--- src/rtl/sc_char_link.sv ---
module sc_char_link #(
  parameter int DIV_W     = 16,
  parameter int MAX_RETRY = 3,
  parameter int GUARD_ETU = 2
) (
  input  logic             clk,
  input  logic             rst_n,
  input  logic [DIV_W-1:0] etu_div,
  input  logic [7:0]       tx_data,
  input  logic             tx_valid,
  output logic             tx_ready,
  output logic             tx_fail,
  output logic [7:0]       rx_data,
  output logic             rx_valid,
  output logic             rx_perr,
  output logic             line_drive_low,
  input  logic             line_in
);

  localparam int RW = (MAX_RETRY < 1) ? 1 : $clog2(MAX_RETRY + 1);

  typedef enum logic [2:0] {
    S_IDLE, S_RX_START, S_RX_BITS, S_RX_WAIT,
    S_RX_ERR, S_RX_GUARD, S_TX_BITS, S_TX_GUARD
  } state_t;

  state_t           st;
  logic [DIV_W-1:0] cnt;
  logic [3:0]       bitn;
  logic [2:0]       sync;
  logic [7:0]       tx_byte;
  logic [7:0]       rx_sh;
  logic [RW-1:0]    retry;
  logic             nak;

  wire line_s   = sync[1];
  wire line_old = sync[2];
  wire etu_end  = (cnt == etu_div - 1'b1);
  wire half_end = (cnt == (etu_div >> 1) - 1'b1);
  wire listen   = (st == S_IDLE) || (st == S_RX_GUARD);
  wire fall     = listen && !line_s && line_old;
  wire [9:0] frame = {^tx_byte, tx_byte, 1'b0};

  assign tx_ready       = (st == S_IDLE) && !fall;
  assign line_drive_low = ((st == S_TX_BITS) && !frame[bitn]) ||
                          ((st == S_RX_ERR) && rx_perr);

  always_ff @(posedge clk or negedge rst_n) begin
    if (!rst_n) begin
      st       <= S_IDLE;
      cnt      <= '0;
      bitn     <= '0;
      sync     <= '1;
      tx_byte  <= '0;
      rx_sh    <= '0;
      retry    <= '0;
      nak      <= 1'b0;
      rx_data  <= '0;
      rx_valid <= 1'b0;
      rx_perr  <= 1'b0;
      tx_fail  <= 1'b0;
    end else begin
      sync     <= {sync[1:0], line_in};
      rx_valid <= 1'b0;
      tx_fail  <= 1'b0;
      cnt      <= etu_end ? '0 : cnt + 1'b1;
      if (fall) begin
        st   <= S_RX_START;
        cnt  <= '0;
        bitn <= '0;
      end else begin
        case (st)
          S_IDLE: begin
            cnt  <= '0;
            bitn <= '0;
            if (tx_valid) begin
              tx_byte <= tx_data;
              retry   <= '0;
              st      <= S_TX_BITS;
            end
          end
          S_RX_START: begin
            if (half_end) begin
              cnt <= '0;
              st  <= line_s ? S_IDLE : S_RX_BITS;
            end
          end
          S_RX_BITS: begin
            if (etu_end) begin
              if (bitn == 4'd8) begin
                rx_data  <= rx_sh;
                rx_perr  <= line_s ^ (^rx_sh);
                rx_valid <= 1'b1;
                st       <= S_RX_WAIT;
              end else begin
                rx_sh <= {line_s, rx_sh[7:1]};
                bitn  <= bitn + 1'b1;
              end
            end
          end
          S_RX_WAIT: begin
            if (half_end) begin
              cnt <= '0;
              st  <= S_RX_ERR;
            end
          end
          S_RX_ERR: begin
            if (etu_end) begin
              bitn <= '0;
              st   <= S_RX_GUARD;
            end
          end
          S_RX_GUARD: begin
            if (etu_end) begin
              if (bitn == 4'(GUARD_ETU - 2)) st <= S_IDLE;
              else bitn <= bitn + 1'b1;
            end
          end
          S_TX_BITS: begin
            if (etu_end) begin
              if (bitn == 4'd9) begin
                bitn <= '0;
                nak  <= 1'b0;
                st   <= S_TX_GUARD;
              end else begin
                bitn <= bitn + 1'b1;
              end
            end
          end
          S_TX_GUARD: begin
            if (bitn == 4'd0 && half_end && !line_s) nak <= 1'b1;
            if (etu_end) begin
              if (bitn == 4'(GUARD_ETU - 1)) begin
                bitn <= '0;
                if (!nak) begin
                  st <= S_IDLE;
                end else if (retry == RW'(MAX_RETRY)) begin
                  tx_fail <= 1'b1;
                  st      <= S_IDLE;
                end else begin
                  retry <= retry + 1'b1;
                  st    <= S_TX_BITS;
                end
              end else begin
                bitn <= bitn + 1'b1;
              end
            end
          end
          default: st <= S_IDLE;
        endcase
      end
    end
  end

  a_r1_ready_means_released: assert property (@(posedge clk) disable iff (!rst_n)
    tx_ready |-> !line_drive_low);

  a_r2_start_after_accept: assert property (@(posedge clk) disable iff (!rst_n)
    (tx_valid && tx_ready) |=> (line_drive_low && !tx_ready));

  a_r2_release_after_parity: assert property (@(posedge clk) disable iff (!rst_n)
    (st == S_TX_BITS && bitn == 4'd9 && etu_end) |=> !line_drive_low);

  a_r4_rx_strobe_single: assert property (@(posedge clk) disable iff (!rst_n)
    rx_valid |=> !rx_valid);

  a_r4_quiet_while_sampling: assert property (@(posedge clk) disable iff (!rst_n)
    (st == S_RX_BITS || st == S_RX_START) |-> !line_drive_low);

  a_r5_pulse_needs_error: assert property (@(posedge clk) disable iff (!rst_n)
    ($rose(line_drive_low) && st == S_RX_ERR) |-> rx_perr);

  a_r7_fail_only_at_limit: assert property (@(posedge clk) disable iff (!rst_n)
    tx_fail |-> (retry == RW'(MAX_RETRY) && st == S_IDLE));

  a_r8_glitch_dropped: assert property (@(posedge clk) disable iff (!rst_n)
    (st == S_RX_START && half_end && line_s) |=> (st == S_IDLE && !rx_valid));

  a_r9_receive_wins: assert property (@(posedge clk) disable iff (!rst_n)
    (st == S_IDLE && fall && tx_valid) |=> (st == S_RX_START && !line_drive_low));

endmodule

--- config.mk ---
export PLATFORM = sky130hd
export DESIGN_NAME = sc_char_link
export DESIGN_NICKNAME = d
export VERILOG_FILES = /design/src/rtl/sc_char_link.sv
export SDC_FILE = /design/constraint.sdc
export NUM_CORES = 1
export LEC_CHECK = 0
export ABC_AREA = 0
export BUFFER_PORTS_ARGS = -buffer_cell sky130_fd_sc_hd__buf_2
export CELL_PAD_IN_SITES_DETAIL_PLACEMENT = 0
export CELL_PAD_IN_SITES_GLOBAL_PLACEMENT = 1
export CORE_MARGIN = 4
export CORE_UTILIZATION = 50
export CTS_BUF_LIST = sky130_fd_sc_hd__clkbuf_8
export CTS_CLUSTER_DIAMETER = 40
export CTS_CLUSTER_SIZE = 12
export DETAILED_ROUTE_END_ITERATION = 16
export GPL_TIMING_DRIVEN = 0
export PLACE_DENSITY = 0.89
export SLEW_MARGIN = 30
export SYNTH_ARGS = -nofsm -noshare
export SYNTH_HDL_FRONTEND = slang
export SYNTH_SLANG_ARGS = --single-unit
--- constraint.sdc ---
create_clock -name clk -period 6.2 [get_ports clk]
set_input_delay 1.86 -clock clk [delete_from_list [all_inputs] [get_ports clk]]
set_output_delay 1.86 -clock clk [all_outputs]
set_load 0.005 [all_outputs]
Word-level counts from Yosys, hierarchy flattened
Index checks and enable logic that the tools add are counted.
{"block": "totals", "reg_bits": 56, "inputBits": 28}
{"block": "op_classes", "n_addsub": 5, "order_cmp": 1, "eq_ne": 35, "n_mux": 54, "n_bitwise": 3, "reduce_logical": 27}
{"op": "two-way mux 16 bit", "n": 3}
{"op": "two-way mux 3 bit", "n": 15}
{"op": "two-way mux 4 bit", "n": 10}
{"op": "!= test 3 bit (second input constant)", "n": 12}
{"op": "== test 16 bit", "n": 2}
{"op": "one-hot mux 16 bit (2 select lines)", "n": 1}
{"op": "one-hot mux 3 bit (8 select lines)", "n": 1}
{"op": "one-hot mux 4 bit (6 select lines)", "n": 1}
{"op": "adder 16 x 1 -> 16 bit (second input constant)", "n": 1}
{"op": "XOR reduction 8 bit", "n": 2}
{"op": "subtractor 15 x 1 -> 16 bit (second input constant)", "n": 1}
{"op": "subtractor 16 x 1 -> 16 bit (second input constant)", "n": 1}
{"op": "two-way mux 1 bit", "n": 14}
{"op": "!= test 2 bit (second input constant)", "n": 7}
{"op": "== test 3 bit (second input constant)", "n": 4}
{"op": "two-way mux 2 bit", "n": 6}
{"op": "AND reduction 12 bit", "n": 1}
{"op": "== test 4 bit (second input constant)", "n": 2}
{"op": "AND reduction 4 bit", "n": 2}
{"op": "AND reduction 8 bit", "n": 1}
{"op": "logical AND 1 bit", "n": 7}
{"op": "AND reduction 7 bit", "n": 1}
{"op": "nonzero test 7 bit", "n": 1}
{"op": "== test 3 x 2 -> 1 bit (second input constant)", "n": 2}
{"op": "21 further kinds", "n": 27}

Longest topological paths before layout
Gate-level depths: netlist (run 1).
{"block": "depth", "ltp_word": 7, "depth_mapped": 11}

Worst setup path before layout (run 1)
OpenSTA, ideal clock, no wires.
{"block": "synth_path", "path_kind": "input -> register", "from": "in etu_div[1]", "to": "reg rx_data[2]", "setup_time_ps": 125, "t_arrival_ps": 4238, "required_ps": 6075, "setup_slack_ps": 1837, "path_stages": 10, "path_buffers": 0, "cell_sequence": "inv_1 ha_1 or3b_2 nor2_1 xnor2_1 nand3_1 nor4_1 nand3_1 nor3_4 mux2_2"}
{"block": "synth_via", "elab_chain_cells": 3}
{"item": "from (decl)", "line": "8", "text": "input logic [DIV_W-1:0] etu_div,"}
{"item": "subtractor 16 x 1 -> 16 bit", "line": "38", "text": "wire etu_end = (cnt == etu_div - 1'b1);"}
{"item": "== test 16 bit", "line": "38"}
{"item": "AND reduction 4 bit (no source line)"}
{"item": "to (signal assigned)", "line": "91", "text": "rx_data <= rx_sh;"}
{"item": "to (decl)", "line": "13", "text": "output logic [7:0] rx_data,"}
No other way between the ends.
A chain may end at the register's enable or synchronous reset.

Worst setup path in the final report (run 1)
{"block": "layout_path", "from": "in etu_div[2]", "to": "reg rx_data[6]"}
Same word-level chain as after synthesis.

==> impl_metrics.toml, run 1 <==
[setup_path]
required_ns = 6.40
regToRegSetupSlack_ns = 3.14
critPathMaxFanout = 9
crit_path_end_kind = "flip-flop"
path_class = "primary input to flip-flop"
startpoint_type = "primary input"
arrival_ns = 4.90

[routing]
wl_per_cell_um = 14.91
drtIter0Drc = 149
drcViolationCount = 0
vias = 3307
first_pass_iters = 6
avgViaCountPerCell = 5.672
ant_nets = 0
routed_wl_um = 8690

[global_routing]
grt_usage = 0.1829
gr-usage-met2 = 0.2912
grt_pass1_wl_um = 14860
busiest_layer = "met2"
antenna_found_initial = 0
grt_pass1_vias = 3163
grt_overflow = 0
met1_usage = 0.2645
grt_max_degree = 57
grtUsageMet3 = 0.02052

[die]
core_area_um2 = 7848
dieArea_um2 = 9749
std_cell_rows = 32
die_w_um = 98.74
ios = 41
die_height_um = 98.74
start_util = 0.5246

[power]
power.density_nw_per_um2 = 289.6
leakage_nw = 1.894
vdd_drop_max_v = 0.0001633

[flow_run]
maxCapViolCount = 0

[final_layout]
insertedDiodeCount = 0
drive_above_1_share = 0.2225
area_growth_pct = 9.422
nNetsFinal = 515
n_fill_cell = 711
final_common_cell = "dfrtp_1"
layout_common_cells = "53 x dfrtp_1, 42 x xnor2_1, 36 x buf_2, 35 x nor2_1, 29 x nand3_1"

[sta]
finalCriticalPeriod_ns = 4.698
timing.final.crit_share = 0.7577
rsz0062_at_grt = "no"
setup_ws_ns = 1.502
whs_ns = 0.3656
final_max_slew_viol_count = 0
max_freq_mhz = 212.9
max_slew_margin = 0.5409
tightest_slew_ns = 0.6886
setup_viol = 0
clock_skew_ns = 0.01665
finalSetupTns_ns = 0
hold_violations = 0

[clocking]
post_cts_buffers = 0
holdBufCountCts = 0
cts_tree = "yes"
clkTransAtPathRegs_ns = 0.11
cts_max_level = 2
clk-insertion-delay-late_ns = 0.32
cts_root_buf = "clkbuf_8"
numCtsBuffers = 5
clock_sinks = 56
cts.path.max_buffers = 2
cts_resized = 0

[place]
routabilityCongestion = 0.9050
dp_hpwl_um = 6737
dp_slack_ns = 1.178
portBuffers = 32

[synth]
ys_ff_latch = 56
yosysWarnings = 0
synth_edf_count = 0
ys.flop_type = "dfrtp_1"
seq_area_frac_synth = 0.3413
async_flop_share = 1.000
synth_cell_type_count = 68
syn-cell-area_um2 = 4116
syn_area_per_cell_um2 = 9.334
synth_fp_nets = 476
synthCells = 441

[worst_hold_path]
hold_path_class = "flip-flop to flip-flop"

[status]
outcome = "complete, no violations"
-- metrics by stage --
step,instances,utilization,cell area [um2],power [mW]
after floorplan,441,-,4116,0.9716
after global placement,575,0.5612,4404,1.083
after detailed placement,575,0.5615,4407,1.095
after CTS,583,0.5740,4504,1.314
after global routing,583,0.5740,4504,1.412
final,583,0.5740,4504,1.305
-- worst max-delay path, stage by stage --
cell and delay, ns:
buf_2 0.14, inv_1 0.08, ha_1 0.26, nor3b_1 0.50
nand3_1 0.23, o21ai_1 0.19, nand3_1 0.20, nor4_1 0.31
nand3_1 0.22, nor3_4 0.52, mux2_2 0.39
-- final cells by class --
| class | count | area (um2) | area share |
|---|---|---|---|
| multi-input cells | 348 | 2540 | 0.5639 |
| flip-flops and latches | 56 | 1405 | 0.3119 |
| repair buffers | 32 | 162.7 | 0.03611 |
| well taps | 102 | 127.6 | 0.02833 |
| plain buffers | 25 | 126.4 | 0.02806 |
| clock buffers | 5 | 68.82 | 0.01528 |
| inverters | 12 | 45.04 | 0.01000 |
| clock inverters | 3 | 28.78 | 0.006389 |
-- metal layers --
metal | vias to the layer above | routed length [um] | share of wire
met5 | - | 0 | 0
met4 | 0 | 127 | 0.015
met3 | 12 | 285 | 0.033
met2 | 61 | 4017 | 0.46
met1 | 1590 | 4259 | 0.49
li1 | 1644 | - | -
-- Yosys cell counts (2+ instances only) --
master     count  area (um2)
nand3_1       29       145.1
and2_1         3       18.77
ha_1           7       87.58
dfrtp_1       53        1326
or3_1          2       12.51
nor3b_1        7       52.55
a31oi_1        2       12.51
a31o_2         2       17.52
nor2b_1        8       50.05
a311oi_1       2       17.52
mux2i_1        4       40.04
xor2_1        21       183.9
nand3b_1       3       22.52
a21oi_1       11       55.05
and3b_1        3       26.28
nor2_2        10       62.56
a21o_1         3       22.52
nor3_4         2       32.53
o2111ai_1      2       17.52
clkbuf_1      16       60.06
xnor2_1       42       367.9
nand4_1        8       50.05
o31ai_1        2       15.01
nor4_4         3       63.81
buf_4          2       15.01
nand2b_1       9       56.30
nand4b_1       3       26.28
mux2_2        25       281.5
dfstp_2        3       78.83
nor3_2         2       20.02
o21ai_1        2       10.01
buf_2          5       25.02
and3_1         6       37.54
nor3_1        14       70.07
nor4_1         9       56.30
or4_1          3       22.52
nor2_1        35       131.4
o21ai_0       10       50.05
nand2_1       25       93.84
inv_1         12       45.04
mux2_1         4       45.04
-- registers in the layout (all words and copies together) (netlist names) --
signal	count
bitn	4
tx_fail	1
retry	2
rx_sh	8
tx_byte	8
nak	1
st	3
rx_valid	1
sync	3
rx_perr	1
rx_data	8
cnt	16
-- power breakdown --
group          internal, mW  total [mW]  switching (mW)
Sequential            0.433       0.499          0.0659
Combinational         0.263       0.590           0.327
Clock                0.0856       0.215           0.130
Total                 0.782        1.30           0.522
-- cells by family after synthesis --
logic type               share of synthesized area
adder cells (fa/ha/maj)                    0.02128
multiplexers                               0.09453
flip-flops                                  0.3413
AND/OR/NAND/NOR                             0.2742
AO/OA/AOI/OAI                              0.09301
buffers and inverters                      0.04164
XOR/XNOR                                    0.1340
-- path summary, 6_finish.rpt --
check,startpoint,depth (start not counted),to
setup reg to reg,cnt[6],9,rx_data[6]
hold reg to reg,sync[0],0,sync[1]
max in group asynchronous,rst_n,1,bitn[0]
min in group asynchronous,rst_n,1,cnt[2]
hold / removal,sync[0],0,sync[1]
setup / recovery,etu_div[2],11,rx_data[6]
Power figures use the tool's default switching activity.
==> run 2, diff against run 1 <==
--- a/config.mk
+++ b/config.mk
@@ -10,13 +10,13 @@
 export CELL_PAD_IN_SITES_DETAIL_PLACEMENT = 0
 export CELL_PAD_IN_SITES_GLOBAL_PLACEMENT = 1
 export CORE_MARGIN = 4
-export CORE_UTILIZATION = 50
+export CORE_UTILIZATION = 48
 export CTS_BUF_LIST = sky130_fd_sc_hd__clkbuf_8
 export CTS_CLUSTER_DIAMETER = 40
 export CTS_CLUSTER_SIZE = 12
 export DETAILED_ROUTE_END_ITERATION = 16
 export GPL_TIMING_DRIVEN = 0
-export PLACE_DENSITY = 0.89
+export PLACE_DENSITY = 0.86
 export SLEW_MARGIN = 30
 export SYNTH_ARGS = -nofsm -noshare
 export SYNTH_HDL_FRONTEND = slang
==> constraint.sdc (replaced) <==
create_clock -name clk -period 4.8 [get_ports clk]
set_input_delay 1.44 -clock clk [delete_from_list [all_inputs] [get_ports clk]]
set_output_delay 1.44 -clock clk [all_outputs]
set_load 0.005 [all_outputs]
==> impl_metrics.toml, run 2 (same netlist as run 1, synthesis figures left out) <==
[clocking]
holdBufCountCts = 0
cts_resized = 0
clk-insertion-delay-late_ns = 0.32
numCtsBuffers = 5
clock_sinks = 56
cts_tree = "yes"
cts_max_level = 2
clkTransAtPathRegs_ns = 0.12
cts_root_buf = "clkbuf_8"
cts.path.max_buffers = 2
post_cts_buffers = 0

[die]
die_height_um = 100.6
start_util = 0.4960
die_w_um = 100.6
std_cell_rows = 33
ios = 41
dieArea_um2 = 10120
core_area_um2 = 8299

[final_layout]
top_register = "cnt"
n_fill_cell = 789
fin_cells = 586
nNetsFinal = 515
largest_reg_flops = 16
drive_above_1_share = 0.2225
final_cell_area_um2 = 4513
area_growth_pct = 9.635
layout_common_cells = "53 x dfrtp_1, 42 x xnor2_1, 36 x buf_2, 35 x nor2_1, 29 x nand3_1"
insertedDiodeCount = 0
final_common_cell = "dfrtp_1"

[sta]
tightest_slew_ns = 0.7006
max_slew_margin = 0.5329
hold_violations = 0
final_max_slew_viol_count = 0
rsz0062_at_grt = "no"
setup_ws_ns = 0.5442
setup_viol = 0
finalSetupTns_ns = 0
max_freq_mhz = 235.0
clock_skew_ns = 0.01219
timing.final.crit_share = 0.8866
finalCriticalPeriod_ns = 4.256

[setup_path]
required_ns = 5.00
crit_chain = "buf_2, inv_1, ha_1, nor3b_1, nand3_1, o21ai_1, nand3_1, nor4_1, nand3_1, nor3_4, mux2_2"
crit_buf_inv = 2
crit_slowest_cell = "nor3_4"
path_class = "primary input to flip-flop"
crit_path_end_kind = "flip-flop"
max_stage_delay_ns = 0.52
critPathMaxFanout = 9
path_delay_family = "simple AND/OR/NAND/NOR gates"
worst_path_most_repeated_cell = "nand3_1"
arrival_ns = 4.46
startpoint_type = "primary input"

[flow_run]
maxCapViolCount = 0

[routing]
ant_nets = 0
vias = 3366
drtIter0Drc = 167
avgViaCountPerCell = 5.744
drcViolationCount = 0
first_pass_iters = 5
wl_per_cell_um = 15.72
routed_wl_um = 9214

[global_routing]
gr-usage-met2 = 0.3114
grt_max_degree = 57
grt_pass1_vias = 3382
busiest_layer = "met2"
grt_overflow = 0
grt_pass1_wl_um = 16030
antenna_found_initial = 0
grt_usage = 0.1934
grtUsageMet3 = 0.02491
met1_usage = 0.2770

[status]
outcome = "complete, no violations"

[place]
placed_area_um2 = 4410
portBuffers = 32
routabilityCongestion = 0.8692
placed_cells = 578
dp_slack_ns = 0.2280
dp_hpwl_um = 7050

[power]
total_power_mw = 1.709
leakage_nw = 1.894
power.density_nw_per_um2 = 378.7
vdd_drop_max_v = 0.0001898

[worst_hold_path]
hold_path_class = "flip-flop to flip-flop"
==> run 2: cell count changes in the layout (fill, tap and decap cells not counted), sizes merged <==
cell	change
inv	-2
clkinv	+2
==> run 2: area by class of cell <==
cell class              instances  area [um2]  area share
multi-input cells             348        2540      0.5628
plain buffers                  25       126.4     0.02800
clock inverters                 3       33.78    0.007485
clock buffers                   5       68.82     0.01525
inverters                      12       45.04    0.009981
repair buffers                 32       162.7     0.03604
flip-flops and latches         56        1405      0.3113
well taps                     105       131.4     0.02911
==> run 2: path summary, 6_finish.rpt <==
kind / start / end / slack [ns] / depth (start not counted)
max in group asynchronous: rst_n / cnt[8] / 3.17 / 1
setup reg to reg: cnt[6] / rx_data[6] / 1.67 / 9
hold / removal: sync[0] / sync[1] / 0.36 / 0
min in group asynchronous: rst_n / cnt[1] / 1.16 / 1
hold reg to reg: sync[0] / sync[1] / 0.36 / 0
setup / recovery: etu_div[1] / rx_data[6] / 0.54 / 11
==> run 2: metrics by stage <==
| step | utilization | hold WS (ns) |
|---|---|---|
| 2_1_floorplan | - | 0.3452 |
| 3_3_place_gp | 0.5311 | 0.3477 |
| 3_5_place_dp | 0.5314 | 0.3475 |
| 4_1_cts | 0.5438 | 0.3652 |
| 5_1_grt | 0.5438 | 0.3716 |
| 6_report | 0.5438 | 0.3639 |
==> run 2: routing by layer <==
| layer | wire (um) | part of all wire | up-vias |
|---|---|---|---|
| met4 | 106 | 0.012 | 0 |
| met5 | 0 | 0 | - |
| met3 | 401 | 0.044 | 9 |
| met1 | 4434 | 0.48 | 1642 |
| met2 | 4271 | 0.46 | 71 |
| li1 | - | - | 1644 |
==> run 2: where the power goes <==
group / switching (mW) / leakage [nW] / internal [mW]
sequential: 0.0866 / 0.735 / 0.560
clock: 0.175 / 0.0515 / 0.110
combinational: 0.437 / 1.11 / 0.341
total: 0.698 / 1.89 / 1.01
==> run 3, diff against run 2 <==
--- a/config.mk
+++ b/config.mk
@@ -7,7 +7,7 @@
 export LEC_CHECK = 0
 export ABC_AREA = 0
 export BUFFER_PORTS_ARGS = -buffer_cell sky130_fd_sc_hd__buf_2
-export CELL_PAD_IN_SITES_DETAIL_PLACEMENT = 0
+export CELL_PAD_IN_SITES_DETAIL_PLACEMENT = 1
 export CELL_PAD_IN_SITES_GLOBAL_PLACEMENT = 1
 export CORE_MARGIN = 4
 export CORE_UTILIZATION = 48
==> impl_metrics.toml, run 3 (same netlist as run 1, synthesis figures left out) <==
[setup_path]
startpoint_type = "primary input"
critPathMaxFanout = 9
path_depth = 11
required_ns = 5.01
crit_buf_inv = 2
crit_slowest_cell = "nor3_4"
reg2regPathDepth = 9
path_class = "primary input to flip-flop"
arrival_ns = 4.61
crit_path_end_kind = "flip-flop"
max_stage_delay_ns = 0.54
path_delay_family = "simple AND/OR/NAND/NOR gates"
worst_path_most_repeated_cell = "nand3_1"
crit_chain = "buf_2, inv_1, ha_1, nor3b_1, nand3_1, o21ai_1, nand3_1, nor4_1, nand3_1, nor3_4, mux2_2"

[final_layout]
area_growth_pct = 9.483
largest_reg_flops = 16
final_common_cell = "dfrtp_1"
insertedDiodeCount = 0
drive_above_1_share = 0.2225
nNetsFinal = 515
layout_common_cells = "53 x dfrtp_1, 42 x xnor2_1, 36 x buf_2, 35 x nor2_1, 29 x nand3_1"
n_fill_cell = 978
top_register = "cnt"

[clocking]
clkTransAtPathRegs_ns = 0.11
cts.path.max_buffers = 2
cts_resized = 0
numCtsBuffers = 5
cts_root_buf = "clkbuf_8"
cts_tree = "yes"
clock_sinks = 56
holdBufCountCts = 0
clk-insertion-delay-late_ns = 0.32
cts_max_level = 2
post_cts_buffers = 0

[power]
leakage_nw = 1.889
vdd_drop_max_v = 0.0001892
power.density_nw_per_um2 = 385.7

[status]
outcome = "complete, no violations"

[sta]
setup_viol = 0
finalCriticalPeriod_ns = 4.405
tightest_slew_ns = 0.7168
setup_ws_ns = 0.3954
timing.final.crit_share = 0.9176
clock_skew_ns = 0.01507
final_max_slew_viol_count = 0
max_slew_margin = 0.5221
hold_violations = 0
max_freq_mhz = 227.0
rsz0062_at_grt = "no"
finalSetupTns_ns = 0

[routing]
drcViolationCount = 0
first_pass_iters = 4
drtIter0Drc = 147
avgViaCountPerCell = 5.904
routed_wl_um = 10830
ant_nets = 0
wl_per_cell_um = 18.48
vias = 3460

[place]
portBuffers = 32
routabilityCongestion = 0.8692
dp_slack_ns = 0.1036
dp_hpwl_um = 8494

[flow_run]
maxCapViolCount = 0

[die]
ios = 41
die_height_um = 100.6
std_cell_rows = 33
dieArea_um2 = 10120
core_area_um2 = 8299
start_util = 0.4960
die_w_um = 100.6

[global_routing]
grt_overflow = 0
grt_pass1_wl_um = 18590
antenna_found_initial = 0
grt_max_degree = 57
grt_usage = 0.2269
grt_pass1_vias = 3754

[worst_hold_path]
hold_path_class = "flip-flop to flip-flop"
hold_depth = 0
run 3: layout make-up:
class	count	area, um2	share of cell area
Buffer	25	126.4	0.02804
Clock inverter	3	27.53	0.006108
Tap cell	105	131.4	0.02915
Sequential cell	56	1405	0.3118
Multi-Input combinational cell	348	2540	0.5636
Timing Repair Buffer	32	162.7	0.03609
Clock buffer	5	68.82	0.01527
Inverter	12	45.04	0.009994
run 3: metrics by stage:
| step | instance area, um2 | power [mW] | utilization | cells | hold WS [ns] |
|---|---|---|---|---|---|
| after global placement | 4408 | 1.399 | 0.5311 | 578 | 0.3477 |
| after floorplan | 4116 | 1.255 | - | 441 | 0.3452 |
| final | 4507 | 1.738 | 0.5430 | 586 | 0.3565 |
| after global routing | 4507 | 1.871 | 0.5430 | 586 | 0.3591 |
| after CTS | 4507 | 1.744 | 0.5430 | 586 | 0.3624 |
| after detailed placement | 4410 | 1.459 | 0.5314 | 578 | 0.3510 |
run 3: final timing paths:
check	startpoint	endpoint	slack [ns]
min reg2reg	sync[0]	sync[1]	0.36
max reg2reg	cnt[6]	rx_data[6]	1.56
max	etu_div[1]	rx_data[6]	0.40
min in group asynchronous	rst_n	cnt[4]	1.16
max in group asynchronous	rst_n	bitn[3]	3.17
min	sync[0]	sync[1]	0.36
run 3: worst reg2reg max path, stage by stage, from the launching register on:
cell and delay, ns:
dfrtp_1 0.37, clkbuf_1 0.23, xnor2_1 0.33, a21oi_1 0.10, nor4_1 0.35, nand3_1 0.24
nor4_1 0.33, nand3_1 0.23, nor3_4 0.54, mux2_2 0.41
run 3: per-layer routing:
layer	track usage	vias up	part of all wire
li1	-	1645	-
met1	0.3027	1756	0.45
met2	0.4005	52	0.51
met3	0.02768	7	0.033
met4	0.03627	0	0.0079
met5	0	-	0
run 3: where the power goes:
part           internal, mW  switching [mW]  leakage [nW]
combinational         0.343           0.460          1.11
sequential            0.560          0.0915         0.735
clock                 0.108           0.176        0.0463
